<file path="src/rtl/rstgen_pkg.sv">
package rstgen_pkg;
  localparam int N_CPU   = 4;
  localparam int N_AGENT = 7;
  localparam int PSRC_W  = 18;
  localparam int XSRC_W  = 6;
  localparam int ADDR_W  = 4;

  localparam logic [ADDR_W-1:0] A_SOFT_POR = 4'd0;
  localparam logic [ADDR_W-1:0] A_SOFT_XIR = 4'd1;
  localparam logic [ADDR_W-1:0] A_WDOG     = 4'd2;
  localparam logic [ADDR_W-1:0] A_FMASK    = 4'd3;
  localparam logic [ADDR_W-1:0] A_SYNTH    = 4'd4;
  localparam logic [ADDR_W-1:0] A_PSRC0    = 4'd8;
  localparam logic [ADDR_W-1:0] A_PSRC1    = 4'd9;
  localparam logic [ADDR_W-1:0] A_PSRC2    = 4'd10;
  localparam logic [ADDR_W-1:0] A_XSRC     = 4'd11;

  // cause bit positions (fixed encoding read by software)
  localparam int PB_SOFT_SYS = 4;
  localparam int PB_JTAG     = 5;
  localparam int PB_BUTTON   = 6;
  localparam int PB_PWRUP    = 7;
  localparam int PB_FATAL0   = 8;
  localparam int PB_SYNTH    = 15;
  localparam int PB_WDOG     = 16;
  localparam int PB_RMON     = 17;
  localparam int XB_JTAG     = 4;
  localparam int XB_BUTTON   = 5;

  localparam logic [PSRC_W-1:0] PSRC_PWRUP = PSRC_W'(1) << PB_PWRUP;

  // countdown step of a pulse stretcher: reload wins over decrement
  function automatic int unsigned stretch_next(int unsigned cur, logic load,
                                               int unsigned len);
    if (load)          return len;
    else if (cur != 0) return cur - 1;
    else               return 0;
  endfunction

  // masked rising-edge detection
  function automatic logic [N_AGENT-1:0] fatal_events(logic [N_AGENT-1:0] rise,
                                                      logic [N_CPU-1:0] mask);
    return rise & ~{{(N_AGENT-N_CPU){1'b0}}, mask};
  endfunction
endpackage

</file>
<file path="src/rtl/rstgen_stretch.sv">
module rstgen_stretch #(
  parameter int LEN = 16
) (
  input  logic clk,
  input  logic pwr_n,
  input  logic load,
  output logic active
);
  localparam int CW = $clog2(LEN + 1);
  logic [CW-1:0] cnt;

  always_ff @(posedge clk or negedge pwr_n) begin
    if (!pwr_n) cnt <= '0;
    else        cnt <= CW'(rstgen_pkg::stretch_next(32'(cnt), load, LEN));
  end

  assign active = (cnt != '0);
endmodule

</file>
<file path="src/rtl/rstgen_cfg.sv">
module rstgen_cfg
  import rstgen_pkg::*;
(
  input  logic                 clk,
  input  logic                 pwr_n,
  input  logic                 wr_en,
  input  logic [ADDR_W-1:0]    addr,
  input  logic [7:0]           wdata,
  input  logic [PSRC_W-1:0]    por_src,
  input  logic [XSRC_W-1:0]    xir_src,
  output logic [N_CPU:0]       soft_por_req,
  output logic [N_CPU-1:0]     soft_xir_req,
  output logic                 wdog_en,
  output logic [N_CPU-1:0]     fmask,
  output logic                 synth_en,
  output logic [7:0]           rdata
);
  logic unused_wbits;
  assign unused_wbits = ^wdata[6:5];

  // self-clearing soft requests: live only in the write cycle
  assign soft_por_req = (wr_en && addr == A_SOFT_POR) ? wdata[N_CPU:0]   : '0;
  assign soft_xir_req = (wr_en && addr == A_SOFT_XIR) ? wdata[N_CPU-1:0] : '0;

  always_ff @(posedge clk or negedge pwr_n) begin
    if (!pwr_n) begin
      wdog_en  <= 1'b0;
      fmask    <= '0;
      synth_en <= 1'b0;
    end else if (wr_en) begin
      case (addr)
        A_WDOG:  wdog_en  <= wdata[0];
        A_FMASK: fmask    <= wdata[7:4];
        A_SYNTH: synth_en <= wdata[7];
        default: ;
      endcase
    end
  end

  always_comb begin
    case (addr)
      A_WDOG:  rdata = {7'b0, wdog_en};
      A_FMASK: rdata = {fmask, 4'b0};
      A_SYNTH: rdata = {synth_en, 7'b0};
      A_PSRC0: rdata = por_src[7:0];
      A_PSRC1: rdata = por_src[15:8];
      A_PSRC2: rdata = {6'b0, por_src[17:16]};
      A_XSRC:  rdata = {2'b0, xir_src};
      default: rdata = 8'h00;
    endcase
  end
endmodule

</file>
<file path="src/rtl/rstgen_cause.sv">
module rstgen_cause
  import rstgen_pkg::*;
(
  input  logic                 clk,
  input  logic                 pwr_n,
  input  logic [N_CPU:0]       soft_por_req,
  input  logic [N_CPU-1:0]     soft_xir_req,
  input  logic                 wdog_en,
  input  logic [N_CPU-1:0]     fmask,
  input  logic                 synth_en,
  input  logic                 wdog_expire,
  input  logic                 btn_por,
  input  logic                 btn_xir,
  input  logic                 jtag_por_req,
  input  logic                 jtag_xir_req,
  input  logic [N_AGENT-1:0]   fatal_err,
  input  logic                 rmon_req,
  input  logic                 synth_load,
  output logic [PSRC_W-1:0]    por_evt,
  output logic [XSRC_W-1:0]    xir_evt,
  output logic [PSRC_W-1:0]    por_src,
  output logic [XSRC_W-1:0]    xir_src
);
  localparam int EXT_W = N_AGENT + 7;

  logic [EXT_W-1:0] ext_now, ext_prev, ext_rise;
  assign ext_now  = {fatal_err, rmon_req, synth_load, wdog_expire,
                     btn_xir, jtag_xir_req, btn_por, jtag_por_req};
  assign ext_rise = ext_now & ~ext_prev;

  always_ff @(posedge clk or negedge pwr_n) begin
    if (!pwr_n) ext_prev <= '0;
    else        ext_prev <= ext_now;
  end

  always_comb begin
    por_evt                             = '0;
    por_evt[N_CPU:0]                    = soft_por_req;
    por_evt[PB_JTAG]                    = ext_rise[0];
    por_evt[PB_BUTTON]                  = ext_rise[1];
    por_evt[PB_FATAL0 +: N_AGENT]       = fatal_events(ext_rise[7 +: N_AGENT], fmask);
    por_evt[PB_SYNTH]                   = ext_rise[5] & synth_en;
    por_evt[PB_WDOG]                    = ext_rise[4] & wdog_en;
    por_evt[PB_RMON]                    = ext_rise[6];
    xir_evt                             = '0;
    xir_evt[N_CPU-1:0]                  = soft_xir_req;
    xir_evt[XB_JTAG]                    = ext_rise[2];
    xir_evt[XB_BUTTON]                  = ext_rise[3];
  end

  always_ff @(posedge clk or negedge pwr_n) begin
    if (!pwr_n) begin
      por_src <= PSRC_PWRUP;
      xir_src <= '0;
    end else begin
      if (|por_evt) por_src <= por_evt;
      if (|xir_evt) xir_src <= xir_evt;
    end
  end
endmodule

</file>
<file path="src/rtl/rstgen_ctrl.sv">
module rstgen_ctrl
  import rstgen_pkg::*;
#(
  parameter int PULSE_LEN = 16
) (
  input  logic               clk,
  input  logic               pwr_n,
  input  logic               reg_wr,
  input  logic [3:0]         reg_addr,
  input  logic [7:0]         reg_wdata,
  output logic [7:0]         reg_rdata,
  input  logic               wdog_expire,
  input  logic               btn_por,
  input  logic               btn_xir,
  input  logic               jtag_por_req,
  input  logic               jtag_xir_req,
  input  logic [6:0]         fatal_err,
  input  logic               rmon_req,
  input  logic               synth_load,
  output logic [3:0]         cpu_rst,
  output logic [3:0]         cpu_xir,
  output logic               sys_rst
);
  logic [N_CPU:0]     soft_por_req;
  logic [N_CPU-1:0]   soft_xir_req;
  logic               wdog_en, synth_en;
  logic [N_CPU-1:0]   fmask;
  logic [PSRC_W-1:0]  por_evt, por_src;
  logic [XSRC_W-1:0]  xir_evt, xir_src;

  // named event wires for the checker
  logic               sys_evt;
  logic [N_CPU-1:0]   cpu_por_evt, cpu_xir_evt;
  logic [N_CPU-1:0]   cpu_pulse;

  rstgen_cfg u_cfg (
    .clk, .pwr_n, .wr_en(reg_wr), .addr(reg_addr), .wdata(reg_wdata),
    .por_src, .xir_src, .soft_por_req, .soft_xir_req,
    .wdog_en, .fmask, .synth_en, .rdata(reg_rdata)
  );

  rstgen_cause u_cause (
    .clk, .pwr_n, .soft_por_req, .soft_xir_req, .wdog_en, .fmask, .synth_en,
    .wdog_expire, .btn_por, .btn_xir, .jtag_por_req, .jtag_xir_req,
    .fatal_err, .rmon_req, .synth_load,
    .por_evt, .xir_evt, .por_src, .xir_src
  );

  assign sys_evt     = |por_evt[PSRC_W-1:N_CPU];
  assign cpu_por_evt = por_evt[N_CPU-1:0];
  assign cpu_xir_evt = xir_evt[N_CPU-1:0] | {N_CPU{|xir_evt[XSRC_W-1:N_CPU]}};

  rstgen_stretch #(.LEN(PULSE_LEN)) u_sys (
    .clk, .pwr_n, .load(sys_evt), .active(sys_rst)
  );

  for (genvar i = 0; i < N_CPU; i++) begin : g_cpu
    rstgen_stretch #(.LEN(PULSE_LEN)) u_por (
      .clk, .pwr_n, .load(cpu_por_evt[i]), .active(cpu_pulse[i])
    );
    rstgen_stretch #(.LEN(PULSE_LEN)) u_xir (
      .clk, .pwr_n, .load(cpu_xir_evt[i]), .active(cpu_xir[i])
    );
    assign cpu_rst[i] = cpu_pulse[i] | sys_rst;
  end
endmodule

</file>
<file path="config.mk">
export PLATFORM = sky130hd
export DESIGN_NAME = rstgen_ctrl
export DESIGN_NICKNAME = d
export VERILOG_FILES = /design/src/rtl/rstgen_pkg.sv /design/src/rtl/rstgen_stretch.sv /design/src/rtl/rstgen_cfg.sv /design/src/rtl/rstgen_cause.sv /design/src/rtl/rstgen_ctrl.sv
export SDC_FILE = /design/constraint.sdc
export NUM_CORES = 1
export LEC_CHECK = 0
export ABC_AREA = 1
export BUFFER_PORTS_ARGS = -buffer_cell sky130_fd_sc_hd__buf_2
export CORE_MARGIN = 5
export CORE_UTILIZATION = 45
export CTS_BUF_LIST = sky130_fd_sc_hd__clkbuf_2 sky130_fd_sc_hd__clkbuf_4 sky130_fd_sc_hd__clkbuf_8
export DETAILED_ROUTE_END_ITERATION = 10
export MAX_ROUTING_LAYER = met4
export REMOVE_ABC_BUFFERS = 1
export SLEW_MARGIN = 20
export SYNTH_ARGS = -nofsm -noshare
export SYNTH_HDL_FRONTEND = slang
export SYNTH_SLANG_ARGS = --single-unit
</file>
<file path="constraint.sdc">
create_clock -name clk -period 1.51 [get_ports clk]
set_input_delay 0.302 -clock clk [delete_from_list [all_inputs] [get_ports clk]]
set_output_delay 0.302 -clock clk [all_outputs]
set_load 0.01 [all_outputs]
</file>
==> key figures <==
Placed design
  – DP Area: 0.00441 mm^2
  – DP HPWL: 5790 um
  – GPL Wtd Cong: 0.825
  – # port buffers: 45

STA
  – Final Cycle Share: 118%
  – Slew Limit Fails: 0
  – Final min period: 1780 ps
  – Achievable Freq: 560 MHz
  – Layout Skew: 11.3 ps
  – Worst slew pin tran: 499 ps
  – Setup ws final: -274 ps
  – # setup viols final: 12
  – RSZ-0062 raised after global routing: true
  – Max-slew headroom: 66.7%
  – Hold Vio Cnt, Final: 0
  – Setup TNS: -1950 ps

Setup path
  – Worst-path cell chain: inv_1, ha_2, nand2_4, nor2_4, buf_6, nand3_4, buf_6
  – Startpoint class of the critical path: flip-flop
  – Crit path largest cell delay: 390 ps
  – CP most frequent cell: buf_6
  – CP Class: reg -> out
  – Critical path capture point type: primary output
  – WP data arrival: 1480 ps
  – Worst EP required: 1210 ps
  – Worst Path Max Fanout: 2
  – Worst path slowest cell: dfrtp_1

Clock network
  – TritonCTS Sinks: 89
  – Root Driver: clkbuf_8
  – CTS tree: built
  – Clk pin slew, worst setup/hold paths: 90 ps
  – Total CTS buffers: 9
  – Clock Tree Buf Depth: 2
  – Worst-Skew Late Latency: 350 ps
  – H-tree levels: 3

Hold path
  – Hold Crit Class: in -> reg

Cells and area
  – Diode count: 0
  – Reg area: 0.00223 mm^2
  – Layout cells sized above 1: 36.4%
  – Final instance area: 0.00526 mm^2
  – Net count, final: 571
  – Multi-input logic area: 0.00173 mm^2
  – Area Overhead vs Synth: 33.2%
  – Fillers: 736

Die
  – Die Width: 104 um
  – Initial Util: 45.8%
  – Die ar.: 0.0108 mm^2
  – I/O Pins: 46
  – Die Y: 104 um
  – Core Area: 0.00864 mm^2
  – Floorplan row count: 34

GRT
  – Global-route wire length before repair: 14800 um
  – All-layer global routing usage: 17.2%
  – Antenna violations before repair: 0
  – Largest net degree at the start of global routing: 90
  – Global route overflow: 0
  – Vias in the first global route: 3195

Synthesis
  – Synth Register Bits: 89
  – Unique masters post-synth: 29
  – Synthesized instance count: 439
  – Seq/Total Area, Yosys: 56.4%
  – Syn Area/Cell: 9.00 um^2
  – Synth Cell Area: 0.00395 mm^2
  – Synth Warn #: 0

Drt
  – Detailed-route wire length per cell: 13.9 um
  – Routed wl met2: 4490 um
  – Wire length on met3: 377 um
  – DRT iter0 DRCs: 95
  – Routed Wire Length: 9000 um
  – DRT antenna net count: 0
  – Metal1 wirelength: 4000 um
  – Detailed Routing Iterations Pass 1: 4
  – Top Metal Used: met4
  – # DRC: 0
  – Total number of vias: 3097
  – Via density: 4.79

Status
  – Failing checks: negative setup slack
  – Status: finished, violations left

Run
  – Max-cap violation count: 0

Power
  – Leak: 0.00269 uW
  – Worst VDD drop: 0.641 mV
  – PwrDens: 1440 mW/mm^2
## per-stage QoR
stage	power, uW	util (%)	std cells	setup WS, ps	hold slack (ps)
after floorplan	4670	-	432	189	6.41
after global placement	5100	51.0	601	-71.8	388
after detailed placement	5180	51.0	601	-99.3	388
after CTS	7200	56.5	632	-283	1.78
after global routing	8200	60.9	646	-364	40.2
final	7590	60.9	646	-274	64.1
## sequential cells by signal, indices dropped and copies added (netlist names)
name / cells
g_cpu.u_por.cnt: 20
g_cpu.u_xir.cnt: 20
u_cause.por_src: 18
u_cause.ext_prev: 14
u_cause.xir_src: 6
u_sys.cnt: 5
u_cfg.fmask: 4
u_cfg.synth_en: 1
u_cfg.wdog_en: 1
## layer usage
layer	vias to the layer above	GRT usage, %
li1	1554	-
met1	1480	21.8
met2	52	27.3
met3	11	4.35
met4	0	5.64
met5	-	-
## power breakdown
group	internal, uW	total, uW	switching [uW]
sequential	2970	3320	346
clock	826	1680	857
combinational	1250	2590	1340
## synth_stat cells
cell | instances | area share (%)
nor3b_1 | 2 | 0.38
dfstp_2 | 1 | 0.67
o2111ai_1 | 1 | 0.22
nand2_1 | 107 | 10
nor2_4 | 4 | 1.1
nand3_2 | 1 | 0.25
o21ai_1 | 1 | 0.13
dfrtp_1 | 88 | 56
a21oi_1 | 7 | 0.89
buf_4 | 4 | 0.76
xnor2_1 | 10 | 2.2
buf_6 | 3 | 0.85
or2_2 | 4 | 0.63
nand2_4 | 1 | 0.28
ha_1 | 9 | 2.8
a32oi_1 | 1 | 0.22
a22o_1 | 1 | 0.22
xor2_1 | 4 | 0.89
nand3_1 | 39 | 4.9
a21oi_2 | 2 | 0.44
nor3_1 | 5 | 0.63
nand4_1 | 5 | 0.79
nand3b_1 | 3 | 0.57
nor2_2 | 7 | 1.1
inv_1 | 66 | 6.3
nor2_1 | 46 | 4.4
o21ai_0 | 12 | 1.5
or2_4 | 1 | 0.22
nand2_2 | 4 | 0.63
## final cells by class
type / count / share of cell area [%]
Sequential cell: 89 / 42.3
Multi-Input combinational cell: 277 / 33.0
Timing Repair Buffer: 90 / 13.5
Inverter: 66 / 4.85
Clock buffer: 12 / 2.78
Tap cell: 108 / 2.57
Clock inverter: 4 / 1.02
## cell usage in the layout, fill, tap and decap left out, types with 12 or more instances in the layout
cell / instances
nand2_1: 93
dfrtp_1: 88
inv_1: 54
buf_2: 36
nor2_1: 35
buf_4: 35
nand3_2: 20
nand3_1: 19
buf_6: 13
nand2_2: 12
o21ai_0: 12
## final timing paths
path	from	endpoint	slack [ps]	cells past startpoint
max reg2reg	u_cfg.wdog_en	u_sys.cnt[0]	0	9
min	synth_load	u_cause.ext_prev[5]	60	1
max	u_sys.cnt[1]	cpu_rst[2]	-270	7
max in group asynchronous	pwr_n	u_cause.por_src[3]	590	3
min reg2reg	g_cpu[2].u_por.cnt[0]	g_cpu[2].u_por.cnt[0]	430	1
min in group asynchronous	pwr_n	u_cause.ext_prev[1]	500	3
## repair_timing
| action | 4_1_cts | 5_1_grt |
|---|---|---|
| resized for setup | 45 | 57 |
| setup buffers | 15 | 11 |
| hold buffers | 0 | 1 |
| gates cloned | 0 | 3 |
| hold endpoints to repair | 0 | 1 |
| endpoints found under the setup margin | 17 | 42 |
| pin swaps | 18 | 18 |
## critical path, delay by kind of cell, from the launching register on
| family | cells | cell delay, ps |
|---|---|---|
| fa+ha+maj | 1 | 200 |
| buf+inv | 3 | 310 |
| flops | 1 | 390 |
| simple gates | 3 | 230 |
## logic make-up after synthesis
family / after synthesis / share of synthesized area (%)
xor+xnor: 14 / 3.10
buf+inv: 73 / 7.88
flops: 89 / 56.4
simple gates: 229 / 26.1
fa+ha+maj: 9 / 2.85
compound gates: 25 / 3.64
(Power assumes the default switching activity.)
